`src/rtl/jc_pkg.sv`:
```
package jc_pkg;
  localparam int JC_BITS  = 4;
  localparam int JC_TICKS = 2 * JC_BITS;
  localparam int BIT_X = JC_BITS - 1;
  localparam int BIT_Y = JC_BITS - 2;
  localparam int BIT_Z = JC_BITS - 3;
  localparam int BIT_T = 0;

  typedef logic [JC_BITS-1:0]  jc_state_t;
  typedef logic [JC_TICKS-1:0] jc_tick_t;
endpackage

```
`src/rtl/jc_next.sv`:
```
module jc_next
  import jc_pkg::*;
(
  input  jc_state_t cur,
  output jc_state_t nxt
);
  // head takes the inverted tail (twist)
  assign nxt[BIT_X] = ~cur[BIT_T];
  // second stage is gated so stray patterns drain toward 0000
  assign nxt[BIT_Y] = cur[BIT_X] & (cur[BIT_Y] | cur[BIT_Z] | ~cur[BIT_T]);

  // remaining stages are a plain shift
  genvar g;
  generate
    for (g = 0; g < JC_BITS - 2; g++) begin : g_shift
      assign nxt[g] = cur[g+1];
    end
  endgenerate
endmodule

```
`src/rtl/jc_decode.sv`:
```
module jc_decode
  import jc_pkg::*;
(
  input  jc_state_t st,
  output jc_tick_t  phase
);
  // phase k and k+JC_BITS share one adjacent bit pair (lead, trail)
  genvar k;
  generate
    for (k = 0; k < JC_BITS; k++) begin : g_pair
      logic lead;
      logic trail;
      if (k == 0) begin : g_wrap
        assign lead = ~st[BIT_T];
      end else begin : g_mid
        assign lead = st[JC_BITS-k];
      end
      assign trail = st[JC_BITS-1-k];
      assign phase[k]         = lead & ~trail;
      assign phase[k+JC_BITS] = ~lead & trail;
    end
  endgenerate
endmodule

```
`src/rtl/johnson_timer.sv`:
```
module johnson_timer
  import jc_pkg::*;
(
  input  logic                clk,
  input  logic                rst,
  input  logic                en,
  input  logic                preset_en,
  input  logic [JC_BITS-1:0]  preset_val,
  output logic [JC_BITS-1:0]  cnt_q,
  output logic [JC_TICKS-1:0] tick
);
  jc_state_t step_d;

  jc_next u_next (
    .cur (cnt_q),
    .nxt (step_d)
  );

  always_ff @(posedge clk) begin
    if (rst)            cnt_q <= '0;
    else if (preset_en) cnt_q <= preset_val;
    else if (en)        cnt_q <= step_d;
  end

  jc_decode u_dec (
    .st    (cnt_q),
    .phase (tick)
  );

  // membership in the useful cycle, used only by the properties below
  logic seq_ok;
  assign seq_ok = (cnt_q == 4'b0000) || (cnt_q == 4'b1000) ||
                  (cnt_q == 4'b1100) || (cnt_q == 4'b1110) ||
                  (cnt_q == 4'b1111) || (cnt_q == 4'b0111) ||
                  (cnt_q == 4'b0011) || (cnt_q == 4'b0001);

  p_reset_zero_r1: assert property (@(posedge clk)
    rst |=> (cnt_q == '0));

  p_hold_r2: assert property (@(posedge clk) disable iff (rst)
    (!en && !preset_en) |=> $stable(cnt_q));

  p_one_phase_r4: assert property (@(posedge clk) disable iff (rst)
    seq_ok |-> ($countones(tick) == 1));

  p_preset_load_r5: assert property (@(posedge clk) disable iff (rst)
    preset_en |=> (cnt_q == $past(preset_val)));

  p_enter_at_zero_r6: assert property (@(posedge clk) disable iff (rst)
    (!seq_ok && en && !preset_en) |=> (!seq_ok || cnt_q == '0));

  p_stay_in_cycle_r7: assert property (@(posedge clk) disable iff (rst)
    (seq_ok && !preset_en) |=> seq_ok);

  p_one_bit_step_r3: assert property (@(posedge clk) disable iff (rst)
    (seq_ok && en && !preset_en) |=>
      (($countones(cnt_q) == $countones($past(cnt_q)) + 1) ||
       ($countones(cnt_q) + 1 == $countones($past(cnt_q)))));
endmodule

```
`config.mk`:
```
export PLATFORM = sky130hd
export DESIGN_NAME = johnson_timer
export DESIGN_NICKNAME = d
export VERILOG_FILES = /design/src/rtl/jc_pkg.sv /design/src/rtl/jc_next.sv /design/src/rtl/jc_decode.sv /design/src/rtl/johnson_timer.sv
export SDC_FILE = /design/constraint.sdc
export NUM_CORES = 1
export LEC_CHECK = 0
export BUFFER_PORTS_ARGS = -buffer_cell sky130_fd_sc_hd__buf_2
export CAP_MARGIN = 0
export CORE_AREA = 2 2 39 41
export DETAILED_ROUTE_END_ITERATION = 16
export DIE_AREA = 0 0 41 43
export HOLD_SLACK_MARGIN = 0.03
export REMOVE_ABC_BUFFERS = 1
export SYNTH_ARGS = -nofsm -noshare
export SYNTH_HDL_FRONTEND = slang
export SYNTH_SLANG_ARGS = --single-unit
```
`constraint.sdc`:
```
create_clock -name clk -period 1.4 [get_ports clk]
set_clock_uncertainty 0.1 [all_clocks]
set_input_delay 0.21 -clock clk [delete_from_list [all_inputs] [get_ports clk]]
set_output_delay 0.21 -clock clk [all_outputs]
set_load 0.05 [all_outputs]
```
======== Word level (Yosys, flattened, before mapping) ========
Cells that the tools add are included.
word-level totals
  input port bits ......................... 8
  bits in registers ....................... 4
  word-level logic and storage cells ...... 19
cells by class
  bitwise gates (word level) .............. 15
  muxes and demuxes ....................... 2
  reductions and logical operators ........ 1
operators by type and width
  operator           number
  $and 1x1->1        9
  $mux 4             2
  $not 1->1          4
  $or 1x1->1         2
  $reduce_bool 2->1  1

======== Longest topological paths before layout ========
  depth after elaboration ................. 5
  gate-level depth with buffers ........... 3
  gate-level depth less buffers ........... 3

======== Modules after synthesis ========
A second synthesis with hierarchy kept.
unflattened totals
  cell total of the unflattened synthesis .. 30
  area total of the unflattened synthesis .. 270.3 sq um
by module, submodules not included
  module         cells each  instances  area each (sq um)  seq. area each (sq um)
  johnson_timer  18          1          190.2              80.1
  jc_decode      8           1          52.6               0.0
  jc_next        4           1          27.5               0.0

======== Least setup slack after synthesis ========
Ideal clock, no wire load.
  kind .................................... flip-flop to output port
  start ................................... reg cnt_q[3]
  end ..................................... out tick[1]
  buffers on the path ..................... 0
  required time ........................... 1.090 ns
  stages on the path, launching flop included .. 2
  slack ................................... -0.384 ns
  arrival time ............................ 1.474 ns
  cell sequence ........................... dfxtp_1 nor2b_1
between the ends
  cells in the longest elaborated chain, start to end .. 1
ends and longest elaborated chain
  element                   line                 text
  start: declaration        johnson_timer.sv:9   output logic [JC_BITS-1:0] cnt_q,
  start signal: assignment  johnson_timer.sv:21  else if (preset_en) cnt_q <= preset_val;
  start signal: assignment  johnson_timer.sv:22  else if (en) cnt_q <= step_d;
  $and 1x1->1               jc_decode.sv:19      assign phase[k] = lead & ~trail;
  end: declaration          johnson_timer.sv:10  output logic [JC_TICKS-1:0] tick
No other way between the ends.

======== Final worst setup path ========
  start ................................... reg cnt_q[1]
  end ..................................... out tick[7]
between the ends
  cells in the longest elaborated chain, start to end .. 2
ends and longest elaborated chain
  element      line             text
  $not 1->1    jc_decode.sv:20  assign phase[k+JC_BITS] = ~lead & trail;
  $and 1x1->1  jc_decode.sv:20
No other way between the ends.

==> impl_metrics.env <==
export IMPL_relSlewSlack_pct=82.3
export IMPL_finalNetCount=59
export IMPL_worst_setup_path_end_kind="output pin"
export IMPL_cp_required_ns=1.09
export IMPL_ys_seq_area_share_pct=33.2
export IMPL_cts_root_buf="clkbuf_4"
export IMPL_grt_usage_pct=7.93
export IMPL_layout_drive_gt1_share_pct=53.1
export IMPL_num_antenna_cells=0
export IMPL_synth_top_area_share_pct=33.2
export IMPL_period_share_pct=95.5
export IMPL_largest_register="cnt_q"
export IMPL_post_cts_buffers=0
export IMPL_dieWidth_microns=41
export IMPL_hold_viol_final=0
export IMPL_regArea_sq_um=83.8
export IMPL_syn_avg_cell_area_sq_um=8.62
export IMPL_layout_common_cells="buf_2, clkbuf_4, nor2b_1, nor2_1, dfxtp_2"
export IMPL_grt_pass1_wl_microns=862
export IMPL_crit_arrival_ns=1.03
export IMPL_busiest_layer="met4"
export IMPL_ant_nets=0
export IMPL_fill_cells=156
export IMPL_htreeDepth=1
export IMPL_synth_seq_cells=4
export IMPL_antenna_found_initial=0
export IMPL_vdd_ir_drop_max_v=0.000270
export IMPL_wl_per_cell_microns=9.14
export IMPL_cap_violations=0
export IMPL_clk_pin_slew_ns=0.04
export IMPL_critPathKind="register to output pin"
export IMPL_hold_buffers=0
export IMPL_use_met2_pct=9.38
export IMPL_grt_max_degree=8
export IMPL_path_max_fanout=7
export IMPL_die_h_microns=43
export IMPL_gp_congestion=0.667
export IMPL_overflow=0
export IMPL_fp_row_count=14
export IMPL_fmax_mhz=748
export IMPL_outcome="completed"
export IMPL_start_util_pct=17.5
export IMPL_tightest_slew_ns=0.265
export IMPL_largest_reg_flops=4
export IMPL_grt_util_met1_pct=8.68
export IMPL_areaGrowthSynthToFinish_pct=61.7
export IMPL_power_mw=0.444
export IMPL_syn_area_sq_um=241
export IMPL_largestRegisters="cnt_q (4)"
export IMPL_p_per_area_nw_per_um2=1140
export IMPL_dieArea_sq_um=1760
export IMPL_leakagePower_nw=0.209
export IMPL_yosysTopAreaCell="dfxtp_1"
export IMPL_layout_min_cycle_time_ns=1.34
export IMPL_port_buffers=19
export IMPL_crit_path_cell_trace="nand2b_1 > inv_1 > clkbuf_4"
export IMPL_coreArea_sq_um=1380
export IMPL_clock_sinks=4
export IMPL_grt_pass1_vias=216
export IMPL_viasPerCell=3.86
export IMPL_clock_latency_ns=0.23
export IMPL_ys_types=15
export IMPL_setup_violations=0
export IMPL_drtPass1Iterations=1
export IMPL_syn_inst=28
export IMPL_drc_errors=0
export IMPL_min_path_type="primary input to register"
export IMPL_synthTopCellsByArea="dfxtp_1, nor2b_1, mux2_1, mux2i_1, nor2_1"
export IMPL_cpMaxStageDelayCell="dfxtp_1"
export IMPL_cts_resized=0
export IMPL_clock_path_buffers=2
export IMPL_dpl_instance_area_sq_um=352
export IMPL_yosysWarningCount=0
export IMPL_cpPeakStageDelay_ns=0.39
export IMPL_finalWirelength_microns=594
export IMPL_vias=251
export IMPL_io_pins=20
export IMPL_layout_commonest_cell="buf_2"
export IMPL_hpwl_microns=473
export IMPL_multi_input_area_sq_um=153
export IMPL_slew_violations=0
export IMPL_cts_made_buffers=3
export IMPL_drtIter0Drc=0
export IMPL_met3_usage_pct=3.66
export IMPL_cts_tree="built"
export IMPL_cp_start_kind="register"
export IMPL_final_area_sq_um=390
[area by class of cell]
class | instances | share of cell area [%]
repair buffers | 19 | 27.6
multi-input cells | 22 | 39.1
well taps | 16 | 5.13
flip-flops and latches | 4 | 21.5
clock buffers | 3 | 5.77
inverters | 1 | 0.962
[path summary, 6_finish.rpt]
path | start | depth (start not counted) | slack [ns] | to
setup / recovery | cnt_q[1]$_SDFFE_PP0P_ | 3 | 0.06 | tick[7]
hold / removal | rst | 2 | 0.08 | cnt_q[2]$_SDFFE_PP0P_
setup reg to reg | cnt_q[1]$_SDFFE_PP0P_ | 3 | 0.24 | cnt_q[2]$_SDFFE_PP0P_
hold reg to reg | cnt_q[3]$_SDFFE_PP0P_ | 2 | 0.48 | cnt_q[2]$_SDFFE_PP0P_
[where the power goes]
part	leakage, nW	internal (mW)	switching [mW]	total, mW
combinational	0.161	0.0483	0.116	0.165
sequential	0.0341	0.125	0.0122	0.137
clock	0.0138	0.0959	0.0471	0.143
total	0.209	0.269	0.176	0.444
[layer usage]
| metal | vias to the layer above | share of wire (%) | routed length [microns] |
|---|---|---|---|
| met5 | - | 0 | 0 |
| met1 | 98 | 45 | 265 |
| met4 | 0 | 0 | 0 |
| met2 | 16 | 43 | 255 |
| met3 | 0 | 12 | 73 |
| li1 | 137 | - | - |
[cell families (layout without fill, tap and decap cells)]
logic type	Yosys count	in the layout	share of synthesized area, %
simple gates	14	14	30.6
flops	4	4	33.2
mux	4	4	17.6
compound gates	4	4	15.0
buf+inv	2	23	3.62
[cell usage after synthesis]
cell type  n
a2111oi_2  1
a211o_1    1
a211oi_1   1
a21oi_1    1
and2_1     1
and2b_1    1
buf_2      1
dfxtp_1    4
inv_1      1
mux2_1     2
mux2i_1    2
nand2_1    1
nand2b_1   1
nor2_1     5
nor2b_1    5
[metrics by stage]
| step | instances | TNS, ns | setup slack (ns) | utilization (%) | hold WS (ns) |
|---|---|---|---|---|---|
| floorplan | 27 | -1.94 | -0.384 | - | 0.179 |
| global placement | 62 | 0 | 0.242 | 25.4 | 0.334 |
| detailed placement | 62 | 0 | 0.244 | 25.4 | 0.329 |
| CTS | 65 | 0 | 0.000305 | 27.0 | 0.0758 |
| global route | 65 | -0.0186 | -0.0112 | 28.2 | 0.0825 |
| finish | 65 | 0 | 0.0636 | 28.2 | 0.0811 |
[critical path, delay by kind of cell, from the launching register on]
kind / cells / cell delay, ns
flops: 1 / 0.39
buf+inv: 2 / 0.24
simple gates: 1 / 0.16
No activity file was read; power rests on OpenSTA's default activity.
